### src/rtl/rmb_pkg.sv
package rmb_pkg;
  typedef enum logic [1:0] {RG_NONE = 2'd0, RG_RAM = 2'd1, RG_WIN = 2'd2} region_e;

  localparam int unsigned WIN_REGS = 6;
  localparam int unsigned IDX_W    = $clog2(WIN_REGS);

  typedef enum logic [IDX_W-1:0] {
    IX_STATUS = 3'd0,
    IX_RXADDR = 3'd1,
    IX_RXDATA = 3'd2,
    IX_TXADDR = 3'd3,
    IX_TXDATA = 3'd4,
    IX_NODES  = 3'd5
  } win_idx_e;

  localparam int unsigned ST_RXPEND = 0;
  localparam int unsigned ST_TXBUSY = 1;
  localparam int unsigned ST_OVFL   = 2;
endpackage

### src/rtl/rmb_rst_sync.sv
module rmb_rst_sync (
  input  logic clk,
  input  logic rst_n,
  output logic rst_n_sync
);
  logic [1:0] stage_q;

  always_ff @(posedge clk or negedge rst_n) begin
    if (!rst_n) stage_q <= 2'b00;
    else        stage_q <= {stage_q[0], 1'b1};
  end

  assign rst_n_sync = stage_q[1];
endmodule

### src/rtl/rmb_decode.sv
module rmb_decode
  import rmb_pkg::*;
#(
  parameter int unsigned            ADDR_W    = 32,
  parameter logic [ADDR_W-1:0]      RAM_BYTES = 'h3000,
  parameter logic [ADDR_W-1:0]      WIN_BASE  = 'h3000
) (
  input  logic [ADDR_W-1:0] addr,
  output region_e           region,
  output win_idx_e          idx
);
  localparam logic [ADDR_W-1:0] WIN_SPAN = ADDR_W'(WIN_REGS * 4);

  logic [ADDR_W-1:0] off;

  always_comb begin
    off    = addr - WIN_BASE;
    region = RG_NONE;
    idx    = IX_STATUS;
    if (addr < RAM_BYTES) begin
      region = RG_RAM;
    end else if ((addr >= WIN_BASE) && (off < WIN_SPAN)) begin
      region = RG_WIN;
      idx    = win_idx_e'(off[IDX_W+1:2]);
    end
  end
endmodule

### src/rtl/rmb_mailbox.sv
module rmb_mailbox
  import rmb_pkg::*;
#(
  parameter int unsigned DATA_W     = 32,
  parameter int unsigned NODE_COUNT = 8
) (
  input  logic              clk,
  input  logic              rst_n,
  input  logic              wr_en,
  input  logic              rd_en,
  input  win_idx_e          idx,
  input  logic [DATA_W-1:0] wdata,
  input  logic              rx_valid,
  input  logic [DATA_W-1:0] rx_addr,
  input  logic [DATA_W-1:0] rx_data,
  input  logic              tx_ready,
  output logic              tx_valid,
  output logic [DATA_W-1:0] tx_dest,
  output logic [DATA_W-1:0] tx_body,
  output logic [DATA_W-1:0] rdata
);
  logic              pend_q, pend_n;
  logic              ovf_q, ovf_n;
  logic              busy_q, busy_n;
  logic [DATA_W-1:0] rxa_q, rxd_q, dest_q, body_q;

  logic rd_rx, stage_en, launch, rx_take;

  // next-state logic
  always_comb begin
    rd_rx    = rd_en && (idx == IX_RXDATA);
    stage_en = wr_en && (idx == IX_TXADDR) && !busy_q;
    launch   = wr_en && (idx == IX_TXDATA) && !busy_q;
    rx_take  = rx_valid && (!pend_q || rd_rx);

    if (rx_valid)   pend_n = 1'b1;
    else if (rd_rx) pend_n = 1'b0;
    else            pend_n = pend_q;

    ovf_n  = ovf_q | (rx_valid && pend_q && !rd_rx);
    busy_n = busy_q ? !tx_ready : launch;
  end

  // read mux
  always_comb begin
    rdata = '0;
    unique case (idx)
      IX_STATUS: begin
        rdata[ST_RXPEND] = pend_q;
        rdata[ST_TXBUSY] = busy_q;
        rdata[ST_OVFL]   = ovf_q;
      end
      IX_RXADDR: rdata = rxa_q;
      IX_RXDATA: rdata = rxd_q;
      IX_TXADDR: rdata = dest_q;
      IX_TXDATA: rdata = body_q;
      IX_NODES:  rdata = DATA_W'(NODE_COUNT);
      default:   rdata = '0;
    endcase
  end

  // state registers
  always_ff @(posedge clk or negedge rst_n) begin
    if (!rst_n) begin
      pend_q <= 1'b0;
      ovf_q  <= 1'b0;
      busy_q <= 1'b0;
      rxa_q  <= '0;
      rxd_q  <= '0;
      dest_q <= '0;
      body_q <= '0;
    end else begin
      pend_q <= pend_n;
      ovf_q  <= ovf_n;
      busy_q <= busy_n;
      if (stage_en) dest_q <= wdata;
      if (launch)   body_q <= wdata;
      if (rx_take) begin
        rxa_q <= rx_addr;
        rxd_q <= rx_data;
      end
    end
  end

  assign tx_valid = busy_q;
  assign tx_dest  = dest_q;
  assign tx_body  = body_q;
endmodule

### src/rtl/rmb_resp.sv
module rmb_resp
  import rmb_pkg::*;
#(
  parameter int unsigned DATA_W = 32
) (
  input  logic              clk,
  input  logic              rst_n,
  input  logic              rd_fire,
  input  region_e           region,
  input  logic [DATA_W-1:0] win_rdata,
  input  logic [DATA_W-1:0] ram_rdata,
  output logic              cpu_rvalid,
  output logic [DATA_W-1:0] cpu_rdata
);
  logic              vld_q;
  logic              from_ram_q, from_ram_n;
  logic [DATA_W-1:0] data_q, data_n;

  always_comb begin
    from_ram_n = (region == RG_RAM);
    data_n     = (region == RG_WIN) ? win_rdata : '0;
  end

  always_ff @(posedge clk or negedge rst_n) begin
    if (!rst_n) begin
      vld_q      <= 1'b0;
      from_ram_q <= 1'b0;
      data_q     <= '0;
    end else begin
      vld_q <= rd_fire;
      if (rd_fire) begin
        from_ram_q <= from_ram_n;
        data_q     <= data_n;
      end
    end
  end

  assign cpu_rvalid = vld_q;
  assign cpu_rdata  = from_ram_q ? ram_rdata : data_q;
endmodule

### src/rtl/ring_mailbox_bridge.sv
module ring_mailbox_bridge
  import rmb_pkg::*;
#(
  parameter int unsigned        ADDR_W     = 32,
  parameter int unsigned        DATA_W     = 32,
  parameter logic [ADDR_W-1:0]  RAM_BYTES  = 'h3000,
  parameter logic [ADDR_W-1:0]  WIN_BASE   = 'h3000,
  parameter int unsigned        NODE_COUNT = 8,
  localparam int unsigned       RAM_AW     = $clog2(RAM_BYTES / 4)
) (
  input  logic              clk,
  input  logic              rst_n,
  input  logic              cpu_req,
  input  logic              cpu_we,
  input  logic [ADDR_W-1:0] cpu_addr,
  input  logic [DATA_W-1:0] cpu_wdata,
  output logic              cpu_rvalid,
  output logic [DATA_W-1:0] cpu_rdata,
  output logic              ram_en,
  output logic              ram_we,
  output logic [RAM_AW-1:0] ram_addr,
  output logic [DATA_W-1:0] ram_wdata,
  input  logic [DATA_W-1:0] ram_rdata,
  output logic              tx_valid,
  input  logic              tx_ready,
  output logic [DATA_W-1:0] tx_dest,
  output logic [DATA_W-1:0] tx_body,
  input  logic              rx_valid,
  input  logic [DATA_W-1:0] rx_addr,
  input  logic [DATA_W-1:0] rx_data
);
  logic              rst_n_int;
  region_e           region;
  win_idx_e          idx;
  logic              win_wr, win_rd, rd_fire;
  logic [DATA_W-1:0] win_rdata;

  rmb_rst_sync u_rst (
    .clk        (clk),
    .rst_n      (rst_n),
    .rst_n_sync (rst_n_int)
  );

  rmb_decode #(
    .ADDR_W    (ADDR_W),
    .RAM_BYTES (RAM_BYTES),
    .WIN_BASE  (WIN_BASE)
  ) u_dec (
    .addr   (cpu_addr),
    .region (region),
    .idx    (idx)
  );

  always_comb begin
    rd_fire = cpu_req && !cpu_we;
    win_wr  = cpu_req && cpu_we && (region == RG_WIN);
    win_rd  = rd_fire && (region == RG_WIN);
  end

  rmb_mailbox #(
    .DATA_W     (DATA_W),
    .NODE_COUNT (NODE_COUNT)
  ) u_mbox (
    .clk      (clk),
    .rst_n    (rst_n_int),
    .wr_en    (win_wr),
    .rd_en    (win_rd),
    .idx      (idx),
    .wdata    (cpu_wdata),
    .rx_valid (rx_valid),
    .rx_addr  (rx_addr),
    .rx_data  (rx_data),
    .tx_ready (tx_ready),
    .tx_valid (tx_valid),
    .tx_dest  (tx_dest),
    .tx_body  (tx_body),
    .rdata    (win_rdata)
  );

  rmb_resp #(
    .DATA_W (DATA_W)
  ) u_resp (
    .clk        (clk),
    .rst_n      (rst_n_int),
    .rd_fire    (rd_fire),
    .region     (region),
    .win_rdata  (win_rdata),
    .ram_rdata  (ram_rdata),
    .cpu_rvalid (cpu_rvalid),
    .cpu_rdata  (cpu_rdata)
  );

  assign ram_en    = cpu_req && (region == RG_RAM);
  assign ram_we    = cpu_we;
  assign ram_addr  = cpu_addr[RAM_AW+1:2];
  assign ram_wdata = cpu_wdata;
endmodule

### config.mk
export PLATFORM = sky130hd
export DESIGN_NAME = ring_mailbox_bridge
export DESIGN_NICKNAME = d
export VERILOG_FILES = /design/src/rtl/rmb_pkg.sv /design/src/rtl/rmb_rst_sync.sv /design/src/rtl/rmb_decode.sv /design/src/rtl/rmb_mailbox.sv /design/src/rtl/rmb_resp.sv /design/src/rtl/ring_mailbox_bridge.sv
export SDC_FILE = /design/constraint.sdc
export NUM_CORES = 1
export LEC_CHECK = 0
export ABC_AREA = 1
export BUFFER_PORTS_ARGS = -buffer_cell sky130_fd_sc_hd__buf_2
export CORE_UTILIZATION = 45
export DETAILED_ROUTE_END_ITERATION = 7
export PLACE_DENSITY = 0.81
export REMOVE_ABC_BUFFERS = 1
export SETUP_SLACK_MARGIN = 0.4
export SLEW_MARGIN = 0
export SYNTH_ARGS = -nofsm -noshare
export SYNTH_HDL_FRONTEND = slang
export SYNTH_HIERARCHICAL = 1
export SYNTH_SLANG_ARGS = --single-unit
### constraint.sdc
create_clock -name clk -period 5.26 [get_ports clk]
set_clock_uncertainty 0.1 [all_clocks]
set_input_delay 0.526 -clock clk [delete_from_list [all_inputs] [get_ports clk]]
set_output_delay 0.526 -clock clk [all_outputs]
set_load 0.03 [all_outputs]
# Word-level counts from Yosys, hierarchy flattened

Cells that the tools add are included.

Register bits after elaboration: 167
Output and inout bits: 144
Word-level logic and storage cells: 56

$add $sub $neg: 1
$lt $le $gt $ge: 3
Equality and inequality tests: 7
Multiplexer cells: 11
Bitwise operators: 1
Reduce and logical (&&, ||, !) cells: 22

Operators by type and width:

| operator               | count |
|---|---|
| $pmux 29 s5            | 1 |
| $mux 32                | 2 |
| $ge 32x14->1 const B   | 1 |
| $lt 32x14->1 const B   | 1 |
| $lt 32x5->1 const B    | 1 |
| $sub 32x14->32 const B | 1 |
| $pmux 3 s5             | 1 |
| $logic_and 1x1->1      | 14 |
| $eq 3x2->1 const B     | 2 |
| $eq 3x3->1 const B     | 2 |
| $mux 3                 | 2 |
| $logic_not 1->1        | 5 |
| $mux 2                 | 2 |
| $eq 3x1->1 const B     | 1 |
| $logic_not 3->1        | 1 |
| $mux 1                 | 3 |
| $eq 2x1->1 const B     | 1 |
| $eq 2x2->1 const B     | 1 |
| $reduce_bool 2->1      | 1 |
| $logic_or 1x1->1       | 1 |
| $or 1x1->1             | 1 |

# Depth between registers and ports, before layout

Depth in word-level cells: 11
Depth in mapped cells: 23

# By module

Netlist, hierarchy kept.

Modules (own cells, without submodules):

| module              | instances | cells each | area an instance (um2) | sequential area each (um2) |
|---|---|---|---|---|
| rmb_mailbox         | 1         | 724        | 5853.1                 | 3278.1 |
| rmb_resp            | 1         | 313        | 1999.4                 | 850.8 |
| rmb_decode          | 1         | 86         | 402.9                  | 0.0 |
| ring_mailbox_bridge | 1         | 55         | 375.4                  | 0.0 |
| rmb_rst_sync        | 1         | 3          | 53.8                   | 50.0 |

# Least setup slack after synthesis

OpenSTA, ideal clock, no wires.

Path kind: input to register
Start: input cpu_addr[30]
End: register u_resp.data_q[29]
Library setup time: 0.116 ns
Arrival time: 2.497 ns
Path slack: 2.547 ns
Stages: 18
Buffers on the path: 2
Cells stage by stage: or2_2 -> nor2_1 -> nand3_1 -> xor2_1 -> nor2_2 -> nand3_2 -> nor2_1 -> nor2_2 -> nand2_1 -> inv_2 -> buf_2 -> buf_4 -> nand2_1 -> nand4_1 -> nand2_1 -> inv_1 -> nand2_1 -> nand2_1

Longest elaborated chain between the ends: 8

RTL lines:

| element                                  | line                      | text |
|---|---|---|
| start, declared                          | ring_mailbox_bridge.sv:15 | `input logic [ADDR_W-1:0] cpu_addr,` |
| $sub 32x14->32                           | rmb_decode.sv:17          | `off = addr - WIN_BASE;` |
| $lt 32x5->1                              | rmb_decode.sv:22          | `end else if ((addr >= WIN_BASE) && (off < WIN_SPAN)) begin` |
| $logic_and 1x1->1                        | rmb_decode.sv:22          |  |
| $mux 3                                   | rmb_decode.sv:22          |  |
| $mux 3 *                                 | rmb_decode.sv:20          | `if (addr < RAM_BYTES) begin` |
| named net idx[0]                         | ring_mailbox_bridge.sv:34 | `win_idx_e idx;` |
| $eq 3x3->1, or another cell as far along | rmb_mailbox.sv:47         | `unique case (idx)` |
| $pmux 29 s5 *                            | rmb_mailbox.sv:47         |  |
| named net win_rdata[29]                  | ring_mailbox_bridge.sv:36 | `logic [DATA_W-1:0] win_rdata;` |
| $mux 32 *                                | rmb_resp.sv:21            | `data_n = (region == RG_WIN) ? win_rdata : '0;` |
| end signal, assigned                     | rmb_resp.sv:33            | `data_q <= data_n;` |
| end, declared                            | rmb_resp.sv:17            | `logic [DATA_W-1:0] data_q, data_n;` |

Mark *: on every way through the listed nets, which the timed path passes. The rest lies on a longest branch.
A chain may end at the register's enable or synchronous reset.

# Final worst setup path

Start: input cpu_addr[16]
End: register u_mbox.dest_q[31], in the netlist u_mbox/tx_dest[31]

RTL lines:

| element                           | line                      | text |
|---|---|---|
| $sub 32x14->32                    | rmb_decode.sv:17          |  |
| $lt 32x5->1                       | rmb_decode.sv:22          |  |
| $logic_and 1x1->1                 | rmb_decode.sv:22          |  |
| $mux 3                            | rmb_decode.sv:22          |  |
| $mux 3 *                          | rmb_decode.sv:20          |  |
| named net idx[0]                  | ring_mailbox_bridge.sv:34 |  |
| $eq 3x2->1 *                      | rmb_mailbox.sv:32         | `stage_en = wr_en && (idx == IX_TXADDR) && !busy_q;` |
| $logic_and 1x1->1 * (2 in series) | rmb_mailbox.sv:32         |  |
| end signal, assigned              | rmb_mailbox.sv:76         | `if (stage_en) dest_q <= wdata;` |
| end, declared                     | rmb_mailbox.sv:25         | `logic [DATA_W-1:0] rxa_q, rxd_q, dest_q, body_q;` |

Marked as above.

==> results.cfg <==
[pwr]
share_comb_of_total_power = 0.081
peakVddDrop_mv = 0.213
switching_share = 0.256
powerDensity_mw_per_mm2 = 274
power_leakage_nw = 6.22
p_clk_frac = 0.438
p_int_mw = 2.14
switchingPower_mw = 0.739
power_frac_seq = 0.480

[floorplan]
design.die.area_mm2 = 0.0199
die_x_um = 141
io_pins = 310
die_height_um = 141
rows = 50
design.core.area_mm2 = 0.0188
start_util = 0.461

[worst_setup_path]
crit_fanout = 36
crit_top_cell = nand2_2
cpMaxStageDelayCell = nand2_2
cp_top_family = simple AND/OR/NAND/NOR gates
critical-path-max-stage-delay_ns = 0.60
reg2reg_slack_ns = 3.21
worst_r2r_startpoint = u_mbox/tx_valid
worst-path-buf-inv = 3
path_class = in2reg
arrival_ns = 3.91
cp-start-kind = input pin
critPathRequiredTime_ns = 5.45
end_kind = register
reg2regPathDepth = 5
reg2reg_to = u_mbox/tx_body[11]
worstPathCellList = buf_2, nor2_1, nand2_2, nor2_4, nand2_2, o21ai_1, nand2_1, nor2_2, nand3_2, nor2_1, nand3_1, inv_2, nand2_2, buf_12, nand2_1, o21ai_0

[place]
io_buffer_count = 307
place.gp.congestion = 0.802
pre_cts_ws_ns = 1.13
hpwl_mm = 15.8
placed_cells = 1651

[logic_synthesis]
syn_area_mm2 = 0.00868
synth_cell_types = 28
synth_seq_area_share = 0.481
syn_inst = 1181
synth_seq_cells = 167
synth_area_per_cell_um2 = 7.35
yosysWarnings = 6

[routing]
firstDrtPassIters = 5
vias = 8275
drt.antenna.violating_nets = 0
drt_wl_total_mm = 24.1
first_iter_violations = 541
wl_per_cell_um = 14.3
vias_per_cell = 4.91
post-route-drc-count = 0

[clocking]
numClockSinks = 167
tritoncts = built
clockRootBuffer = clkbuf_16
htree_levels = 4
cts.reportedPaths.clkPinSlew_ns = 0.07
cts_inserted_buffers = 17
clockBufferDepth = 2
cts-resized-gates = 0
clkLatencyLatePin_ns = 0.42

[hold_path]
min_to = u_mbox/tx_valid
worstHoldStart = tx_ready
hp-class = in2reg
worstHoldPathCells = 2

[final_layout]
fin_nets = 1577
final_common_cell = nand2_1
syn_to_final_growth_pct = 21.3
final_cell_mix = nand2_1, buf_2, dfrtp_1, inv_1, nand3_1
drive_gt1_frac = 0.265
stdcell_count = 1684
seq_area_mm2 = 0.00418
antenna_cells = 0
fillCellCount = 1791
multiInputGateArea_mm2 = 0.00344
fin_util = 0.559

[timing]
fmax_ghz = 0.268
finalCriticalPeriod_ns = 3.73
setup_slack_ns = 1.53
slew_viol_final = 0
hold_viol = 0
grt_setup_unrepaired = no
fin_setup_tns_ns = 0
final-setup-viol-count = 0
slew-limit-headroom = 0.292
worstMarginPinSlew_ns = 1.06
finalCritPeriodShare = 0.709

[global_routing]
grt_max_degree = 88
grt_pass1_vias = 7506
grt_usage = 0.246
antenna_found_initial = 0
grt_overflow = 0
grt_pass1_wl_mm = 37.9

[flow_run]
maxCapViolCount = 0

[outcome]
status = completed
[power by group through the flow]
stage | Clock (mW) | Combinational, mW | Sequential, mW
final | 1.26 | 0.234 | 1.39
after global routing | 1.35 | 0.261 | 1.39
after CTS | 1.30 | 0.236 | 1.38
after detailed placement | 0 | 0.235 | 1.41
after global placement | 0 | 0.229 | 1.41
after floorplan | 0 | 0.0674 | 1.41
[how the worst max path moves through the flow]
stage,startpoint,end,slack [ns],cells past startpoint
floorplan,u_rst/stage_q[1],u_mbox/ovf_q,0.16,0
global placement,cpu_addr[16],u_mbox/tx_dest[16],1.28,15
detailed placement,cpu_addr[16],u_mbox/tx_dest[31],1.13,16
CTS,cpu_addr[16],u_mbox/tx_dest[31],1.56,16
global route,cpu_addr[16],u_mbox/tx_dest[31],1.19,15
finish,cpu_addr[16],u_mbox/tx_dest[31],1.53,16
[cells in the mapped netlist]
master / instances / area share
a21oi_1: 2 / 0.0012
buf_2: 23 / 0.013
buf_4: 54 / 0.047
buf_6: 14 / 0.018
clkbuf_1: 16 / 0.0069
conb_1: 1 / 0.00043
dfrtp_1: 167 / 0.48
inv_1: 85 / 0.037
inv_2: 8 / 0.0035
nand2_1: 575 / 0.25
nand2_2: 5 / 0.0036
nand2_4: 1 / 0.0013
nand3_1: 76 / 0.044
nand3_2: 1 / 0.0012
nand3b_1: 1 / 0.00086
nand4_1: 31 / 0.022
nor2_1: 36 / 0.016
nor2_2: 4 / 0.0029
nor2_4: 4 / 0.0052
nor3_1: 3 / 0.0017
nor3_2: 2 / 0.0023
o211ai_1: 1 / 0.00086
o21ai_0: 37 / 0.021
o21ai_1: 30 / 0.017
o21bai_1: 1 / 0.00086
or2_1: 1 / 0.00072
or2_2: 1 / 0.00072
xor2_1: 1 / 0.0010
[stage by stage]
stage	hold WS, ns	cell area [um^2]	total power [mW]
finish	0.194	10500	2.88
global route	0.185	10500	3.01
CTS	0.173	10500	2.92
detailed placement	0.216	9930	1.64
global placement	0.213	9930	1.64
floorplan	0.130	7950	1.48
[worst reg2reg max path, delay by kind of cell, from the launching register on]
family                 cells  cell delay, ns
AND/OR/NAND/NOR            3            0.89
AO/OA/AOI/OAI              1            0.07
buffers and inverters      1            0.46
flip-flops                 1            0.40
[layer usage]
layer | vias to the layer above | global-route usage | share of wire
li1 | 4060 | - | -
met1 | 3829 | 0.326 | 0.43
met2 | 353 | 0.413 | 0.49
met3 | 33 | 0.0380 | 0.063
met4 | 0 | 0.0807 | 0.017
met5 | - | 0 | 0
[state kept, by name, summed over array words and instances (netlist names), 2 cells and up]
name / flops
u_mbox/rxa_q: 32
u_mbox/rxd_q: 32
u_mbox/tx_body: 32
u_mbox/tx_dest: 32
u_resp/data_q: 32
u_rst/stage_q: 2
[logic make-up after synthesis]
kind of cell,synth area share
other,0.000432
DFF,0.481
buffers and inverters,0.125
AOI/OAI and AO/OA,0.0415
and+or+nand+nor,0.351
xor gates and xnor gates,0.00101
[repair_timing]
action | 4_1_cts | 5_1_grt
hold endpoints to repair | 2 | 0
hold buffers | 1 | 0
setup buffers | 0 | 0
[area by class of cell]
type / count / share of cell area
Clock buffer: 18 / 0.0407
Clock inverter: 14 / 0.0157
Inverter: 93 / 0.0331
Multi-Input combinational cell: 814 / 0.326
Sequential cell: 167 / 0.397
Tap cell: 260 / 0.0309
Timing Repair Buffer: 318 / 0.156
No activity file was read; power rests on OpenSTA's default activity.
